--- config.mk ---
export PLATFORM = sky130hd
export DESIGN_NAME = set_clear_status_reg
export DESIGN_NICKNAME = d
export VERILOG_FILES = /design/src/rtl/scsr_pkg.sv /design/src/rtl/scsr_ctrl.sv /design/src/rtl/scsr_datapath.sv /design/src/rtl/set_clear_status_reg.sv
export SDC_FILE = /design/constraint.sdc
export NUM_CORES = 1
export LEC_CHECK = 0
export ABC_AREA = 1
export BUFFER_PORTS_ARGS = -buffer_cell sky130_fd_sc_hd__buf_2
export CAP_MARGIN = 20
export CORE_UTILIZATION = 39
export CTS_BUF_LIST = sky130_fd_sc_hd__clkbuf_16
export DETAILED_ROUTE_END_ITERATION = 8
export GPL_ROUTABILITY_DRIVEN = 0
export PLACE_DENSITY = 0.78
export REMOVE_ABC_BUFFERS = 1
export SYNTH_ARGS = -nofsm -noshare
export SYNTH_HDL_FRONTEND = slang
export SYNTH_SLANG_ARGS = --single-unit
--- constraint.sdc ---
create_clock -name clk -period 1.32 [get_ports clk]
set_input_delay 0.066 -clock clk [delete_from_list [all_inputs] [get_ports clk]]
set_output_delay 0.066 -clock clk [all_outputs]
set_load 0.005 [all_outputs]
--- src/rtl/scsr_pkg.sv ---
package scsr_pkg;
  localparam int CMD_W  = 16;
  localparam int STAT_W = 16;
  localparam int NFLAG  = 8;
  localparam int NERR   = 5;
  localparam int NIRQ   = 4;
  localparam int ERR_LO = 2;
  localparam int BUSY_POS = 13;

  // Flag index order: enable, master, txErr, rxErr, abort, txUnd, rxUnd, modeErr
  localparam int SET_POS  [NFLAG] = '{1, 3, 12, 13, 14, 15, 5, 7};
  localparam int CLR_POS  [NFLAG] = '{0, 2, 8, 9, 10, 11, 4, 6};
  localparam int STAT_POS [NFLAG] = '{0, 1, 8, 9, 10, 11, 12, 7};

  typedef struct packed {
    logic [NFLAG-1:0] setF;
    logic [NFLAG-1:0] clrF;
    logic             irqLoad;
  } strobeT;
endpackage

--- src/rtl/scsr_ctrl.sv ---
module scsr_ctrl
  import scsr_pkg::*;
(
  input  logic             cmdWr,
  input  logic [CMD_W-1:0] cmdData,
  input  logic [NERR-1:0]  hwErr,
  input  logic [NERR-1:0]  errCapEn,
  input  logic             irqEnWr,
  output strobeT           strobes
);
  logic [NFLAG-1:0] cmdSet, cmdClr, hwSet;

  for (genvar i = 0; i < NFLAG; i++) begin : g_cmd
    assign cmdSet[i] = cmdWr & cmdData[SET_POS[i]];
    assign cmdClr[i] = cmdWr & cmdData[CLR_POS[i]];
    if (i >= ERR_LO && i < ERR_LO + NERR) begin : g_hw
      assign hwSet[i] = hwErr[i-ERR_LO] & errCapEn[i-ERR_LO];
    end else begin : g_nohw
      assign hwSet[i] = 1'b0;
    end
  end

  always_comb begin
    strobes.setF    = hwSet | (cmdSet & ~cmdClr);
    strobes.clrF    = cmdClr & ~cmdSet & ~hwSet;
    strobes.irqLoad = irqEnWr;
  end
endmodule

--- src/rtl/scsr_datapath.sv ---
module scsr_datapath
  import scsr_pkg::*;
(
  input  logic              clk,
  input  logic              rstN,
  input  strobeT            strobes,
  input  logic [NIRQ-1:0]   irqEnData,
  input  logic              busyIn,
  input  logic              rxReq,
  input  logic              txReq,
  input  logic              frameReq,
  output logic [STAT_W-1:0] statusWord,
  output logic [NIRQ-1:0]   irqOut
);
  logic [NFLAG-1:0] flags;
  logic [NIRQ-1:0]  irqEnQ;
  logic             errAny;

  for (genvar i = 0; i < NFLAG; i++) begin : g_flag
    always_ff @(posedge clk) begin
      if (!rstN)                flags[i] <= 1'b0;
      else if (strobes.setF[i]) flags[i] <= 1'b1;
      else if (strobes.clrF[i]) flags[i] <= 1'b0;
    end
  end

  always_ff @(posedge clk) begin
    if (!rstN)                irqEnQ <= '0;
    else if (strobes.irqLoad) irqEnQ <= irqEnData;
  end

  assign errAny = |flags[NFLAG-1:ERR_LO];

  always_comb begin
    statusWord = '0;
    for (int i = 0; i < NFLAG; i++) statusWord[STAT_POS[i]] = flags[i];
    statusWord[BUSY_POS] = busyIn;
  end

  assign irqOut = irqEnQ & {frameReq, errAny, txReq, rxReq};
endmodule

--- src/rtl/set_clear_status_reg.sv ---
module set_clear_status_reg
  import scsr_pkg::*;
(
  input  logic              clk,
  input  logic              rstN,
  input  logic              cmdWr,
  input  logic [CMD_W-1:0]  cmdData,
  input  logic [NERR-1:0]   errCapEn,
  input  logic [NERR-1:0]   hwErr,
  input  logic              busyIn,
  input  logic              irqEnWr,
  input  logic [NIRQ-1:0]   irqEnData,
  input  logic              rxReq,
  input  logic              txReq,
  input  logic              frameReq,
  output logic [STAT_W-1:0] statusWord,
  output logic [NIRQ-1:0]   irqOut
);
  strobeT strobes;

  scsr_ctrl u_ctrl (
    .cmdWr    (cmdWr),
    .cmdData  (cmdData),
    .hwErr    (hwErr),
    .errCapEn (errCapEn),
    .irqEnWr  (irqEnWr),
    .strobes  (strobes)
  );

  scsr_datapath u_dp (
    .clk        (clk),
    .rstN       (rstN),
    .strobes    (strobes),
    .irqEnData  (irqEnData),
    .busyIn     (busyIn),
    .rxReq      (rxReq),
    .txReq      (txReq),
    .frameReq   (frameReq),
    .statusWord (statusWord),
    .irqOut     (irqOut)
  );
endmodule

* Word-level counts from Yosys, hierarchy flattened
Cells that the tools add are included.
** Operators by class
- $add $sub $neg :: 0
- Multipliers :: 0
- Div/mod/pow operators :: 0
- $lt $le $gt $ge :: 0
- Equal/unequal tests :: 0
- Shift-type cells :: 0
- Muxes and demuxes :: 16
- Bitwise gates (word level) :: 29
- Reductions and logical operators :: 9
** Operators by type and width (number)
- 8-bit AND :: 3
- 1-bit AND :: 21
- 1-bit two-way mux :: 16
- 8-bit inverter :: 2
- 2-bit nonzero test :: 8
- 7-bit inverter with 8-bit output :: 1
- 7-bit by 8-bit OR with 8-bit output :: 1
- 6-bit OR reduction :: 1
- 4-bit AND :: 1
** Storage, ports and cells
- Register bits after elaboration :: 12
- Latch bits :: 0
- RAM bits :: 0
- ROM bits :: 0
- Output and inout port bits :: 20
- Logic and storage cells :: 63
- Memories kept :: 0

* Longest topological paths before layout
- Depth in word-level cells :: 6
- Depth in mapped cells :: 7

* By module
From an unflattened synthesis, not the netlist that was laid out.
** Unflattened totals
- Cells, all modules :: 126
- Area, all modules :: 770.7 um^2
** By module, submodules not included
- scsr_datapath :: times used 1, cells an instance 71, area an instance 508.0 um^2, seq. area each 240.2 um^2
- scsr_ctrl :: times used 1, cells an instance 55, area an instance 262.8 um^2, seq. area each 0.0 um^2

* Least setup slack after synthesis
OpenSTA, ideal clock, no wires.
- Kind :: input port to flip-flop
- From :: input cmdWr
- To :: register u_dp.flags[1], in the netlist u_dp.statusWord[1]
- Setup time :: 0.119 ns
- Arrival :: 0.856 ns
- Data required time :: 1.201 ns
- Setup slack :: 0.345 ns
- Stages :: 7
- Path through :: buf_6 buf_12 nand2_1 inv_1 ha_1 o21ai_0 a21oi_1
** On the way
- Cells in the longest elaborated chain, start to end :: 5
- Elaborated cells on any way between the ends :: 10
- Those cells by class :: mux (1); bitwise (8); reduce/logical (1)
** Ends and longest elaborated chain
- from (decl) :: RTL line set_clear_status_reg.sv:6 : input logic cmdWr,
- 1-bit AND, on equally long branches :: RTL line scsr_ctrl.sv:15, scsr_ctrl.sv:14
- 8-bit inverter, on equally long branches :: RTL line scsr_ctrl.sv:24, scsr_ctrl.sv:25
- 8-bit AND, on equally long branches :: RTL line scsr_ctrl.sv:24, scsr_ctrl.sv:25
- 7-bit by 8-bit OR with 8-bit output or 8-bit AND (tied branches) :: RTL line scsr_ctrl.sv:24, scsr_ctrl.sv:25
- 1-bit two-way mux or 2-bit nonzero test (tied branches)
- to (signal, indexed assignment) :: RTL line scsr_datapath.sv:21 : if (!rstN) flags[i] <= 1'b0;
- to (signal, indexed assignment) :: RTL line scsr_datapath.sv:22 : else if (strobes.setF[i]) flags[i] <= 1'b1;
- to (signal, indexed assignment) :: RTL line scsr_datapath.sv:23 : else if (strobes.clrF[i]) flags[i] <= 1'b0;
- to (decl) :: RTL line scsr_datapath.sv:15 : logic [NFLAG-1:0] flags;
Several ways; a longest one is shown, not always the timed one.
A chain may end at the register's enable or synchronous reset.

* Final worst setup path
- From :: register u_dp.flags[5], in the netlist u_dp.statusWord[11]
- To :: output irqOut[2]
** On the way
- Cells in the longest elaborated chain, start to end :: 2
** Ends and longest elaborated chain
- 6-bit OR reduction :: RTL line scsr_datapath.sv:32 : assign errAny = |flags[NFLAG-1:ERR_LO];
- 4-bit AND :: RTL line scsr_datapath.sv:40 : assign irqOut = irqEnQ & {frameReq, errAny, txReq, rxReq};
- to (decl) :: RTL line set_clear_status_reg.sv:17 : output logic [NIRQ-1:0] irqOut
Every way passes these cells.

==> flow_metrics.tcl <==
set metrics [dict create \
    setup_viol 0 \
    worstPathArrival_ns 1.04 \
    grt_use_total 0.160 \
    synth_common_cells "nor2_1, nand2_1, inv_1, dfxtp_1" \
    diodes 0 \
    vias 815 \
    cap_violations 0 \
    clkTransAtPathRegs_ns 0.04 \
    fin_crit_sh 0.840 \
    seqCellArea_um2 240 \
    initial_utilization 0.428 \
    fillers 184 \
    cpLargestDelayFamily "flip-flops" \
    worstSetupEndpointType "primary output" \
    synth_area_um2 763 \
    grt_pass1_vias 686 \
    power_mw 1.16 \
    htree_levels 1 \
    p_clk_frac 0.473 \
    crit_type "flip-flop to primary output" \
    drt_iter0_drc 17 \
    place_area_um2 966 \
    core_mm2 0.00178 \
    clock-skew-final_ns 0 \
    power_switching_mw 0.272 \
    synth_area_leaders "dfxtp_1, nor2_1, nand2_1, inv_1, buf_4" \
    die_x_um 46.2 \
    clock_latency_ns 0.24 \
    period_needed_ns 1.11 \
    crit_path_max_incr_delay_ns 0.31 \
    wl_mm 1.60 \
    die_h_um 46.2 \
    grt_setup_unrepaired "false" \
    synthesis.instances 119 \
    synth_warnings 0 \
    grt_max_degree 17 \
    stdcell_area_mm2 0.00104 \
    synth_cell_types 13 \
    holdWs_ns 0.0502 \
    portBuffers 48 \
    comb_power_share 0.175 \
    crit_slowest_cell "dfxtp_1" \
    swShare 0.234 \
    first_pass_iters 4 \
    peakVddDrop_mv 0.459 \
    min_path_type "input port to flip-flop" \
    drv_slew 0 \
    finalSetupTns_ns 0 \
    clock_path_buffers 2 \
    fmax_mhz 902 \
    dp_hpwl_mm 1.31 \
    antenna_left 0 \
    post-route-util 0.586 \
    synth_seq_cells 12 \
    avgRoutedWirePerCell_um 8.33 \
    viasPerCell 4.24 \
    drc 0 \
    syn_to_final_growth_pct 36.9 \
    synth_edf_count 0 \
    start_kind "flip-flop" \
    multi_input_area_um2 372 \
    synthArstFlopShare 0 \
    grt_overflow 0 \
    cts_hold_buffers 0 \
    yosysTopAreaCell "dfxtp_1" \
    finalHoldViolations 0 \
    path_cells "nor2_1 > nand3_1 > o21ai_0 > inv_1 > buf_2" \
    yosysTopAreaCellShare 0.315 \
    cts_root_buf "clkbuf_16" \
    drive_gt1_frac 0.329 \
    power.internal_mw 0.891 \
    grt_pass1_wl_mm 2.44 \
    yosysMostFrequentCell "nor2_1" \
    rows 15 \
    p_seq_frac 0.352 \
    cts_setup_buffers 0 \
    cts_made_buffers 3 \
    antenna_found_initial 0 \
    syn_area_per_cell_um2 6.41 \
    ys_seq_area_frac 0.315 \
    nets 209 \
    synthFlopType "dfxtp_1" \
    p_per_area_mw_per_mm2 1110 \
    path_buf_inv 2 \
    ctsResizeCount 0 \
    worst-path-max-fanout 3 \
    worst_ep_required_time_ns 1.25 \
    status "finished clean" \
    die-area_mm2 0.00214 \
    cts_tree "yes" \
    pin_count 58 \
    clock_sinks 12 \
    power_leakage_nw 0.653 \
]
==> path summary, 6_finish.rpt <==
| path | startpoint | to | slack, ns | depth (start not counted) |
|---|---|---|---|---|
| worst max-delay path | u_dp.statusWord[11] | irqOut[2] | 0.21 | 5 |
| worst min-delay path | irqEnData[3] | u_dp.irqEnQ[3] | 0.05 | 3 |
| worst max register to register | u_dp.statusWord[11] | u_dp.statusWord[11] | 0.66 | 4 |
| worst min register to register | u_dp.statusWord[1] | u_dp.statusWord[1] | 0.44 | 2 |
==> registers in the layout (all words and copies together) (netlist names) <==
name and flops:
u_dp.irqEnQ 4, u_dp.statusWord 8
==> logic make-up after synthesis <==
family / synth area share
flops: 0.315
compound gates: 0.0721
fa+ha+maj: 0.0492
buf+inv: 0.228
other cells: 0.00491
simple gates: 0.331
==> per-layer routing <==
layer / part of all wire / track usage / vias up
li1: - / - / 436
met1: 0.42 / 0.158 / 332
met2: 0.49 / 0.307 / 44
met3: 0.076 / 0.0392 / 3
met4: 0.015 / 0.0706 / 0
met5: 0 / 0 / -
==> worst min-delay path, cell delays in order <==
cell and delay, ns:
buf_2 0.07, nor2_1 0.03, nor2_1 0.08
==> power by group through the flow <==
stage	clock, mW	sequential, mW	combinational, mW
finish	0.550	0.409	0.204
floorplan	0	0.416	0.0939
global route	0.580	0.411	0.241
global placement	0	0.414	0.197
detailed placement	0	0.415	0.205
CTS	0.563	0.409	0.207
==> through the flow <==
stage / setup WS [ns] / std cells
finish: 0.211 / 192
global route: 0.117 / 192
CTS: 0.181 / 192
detailed placement: 0.261 / 188
global placement: 0.306 / 188
floorplan: 0.596 / 115
==> layout make-up <==
type                            count  area share
Multi-Input combinational cell     81       0.356
Sequential cell                    12       0.230
Timing Repair Buffer               48       0.230
Inverter                           22      0.0790
Clock buffer                        3      0.0719
Tap cell                           25      0.0299
Clock inverter                      1     0.00359
==> cells in the final DEF, fill, tap and decap left out <==
cell       instances
nand3_1            2
buf_2             48
nand3_2            4
ha_1               3
dfxtp_1           12
inv_1             22
o21ai_0            8
nor2_1            29
clkinv_1           1
clkbuf_16          3
a21oi_1            3
conb_1             7
nand2_1           25
Note: power is estimated with default switching activity, not from simulation.
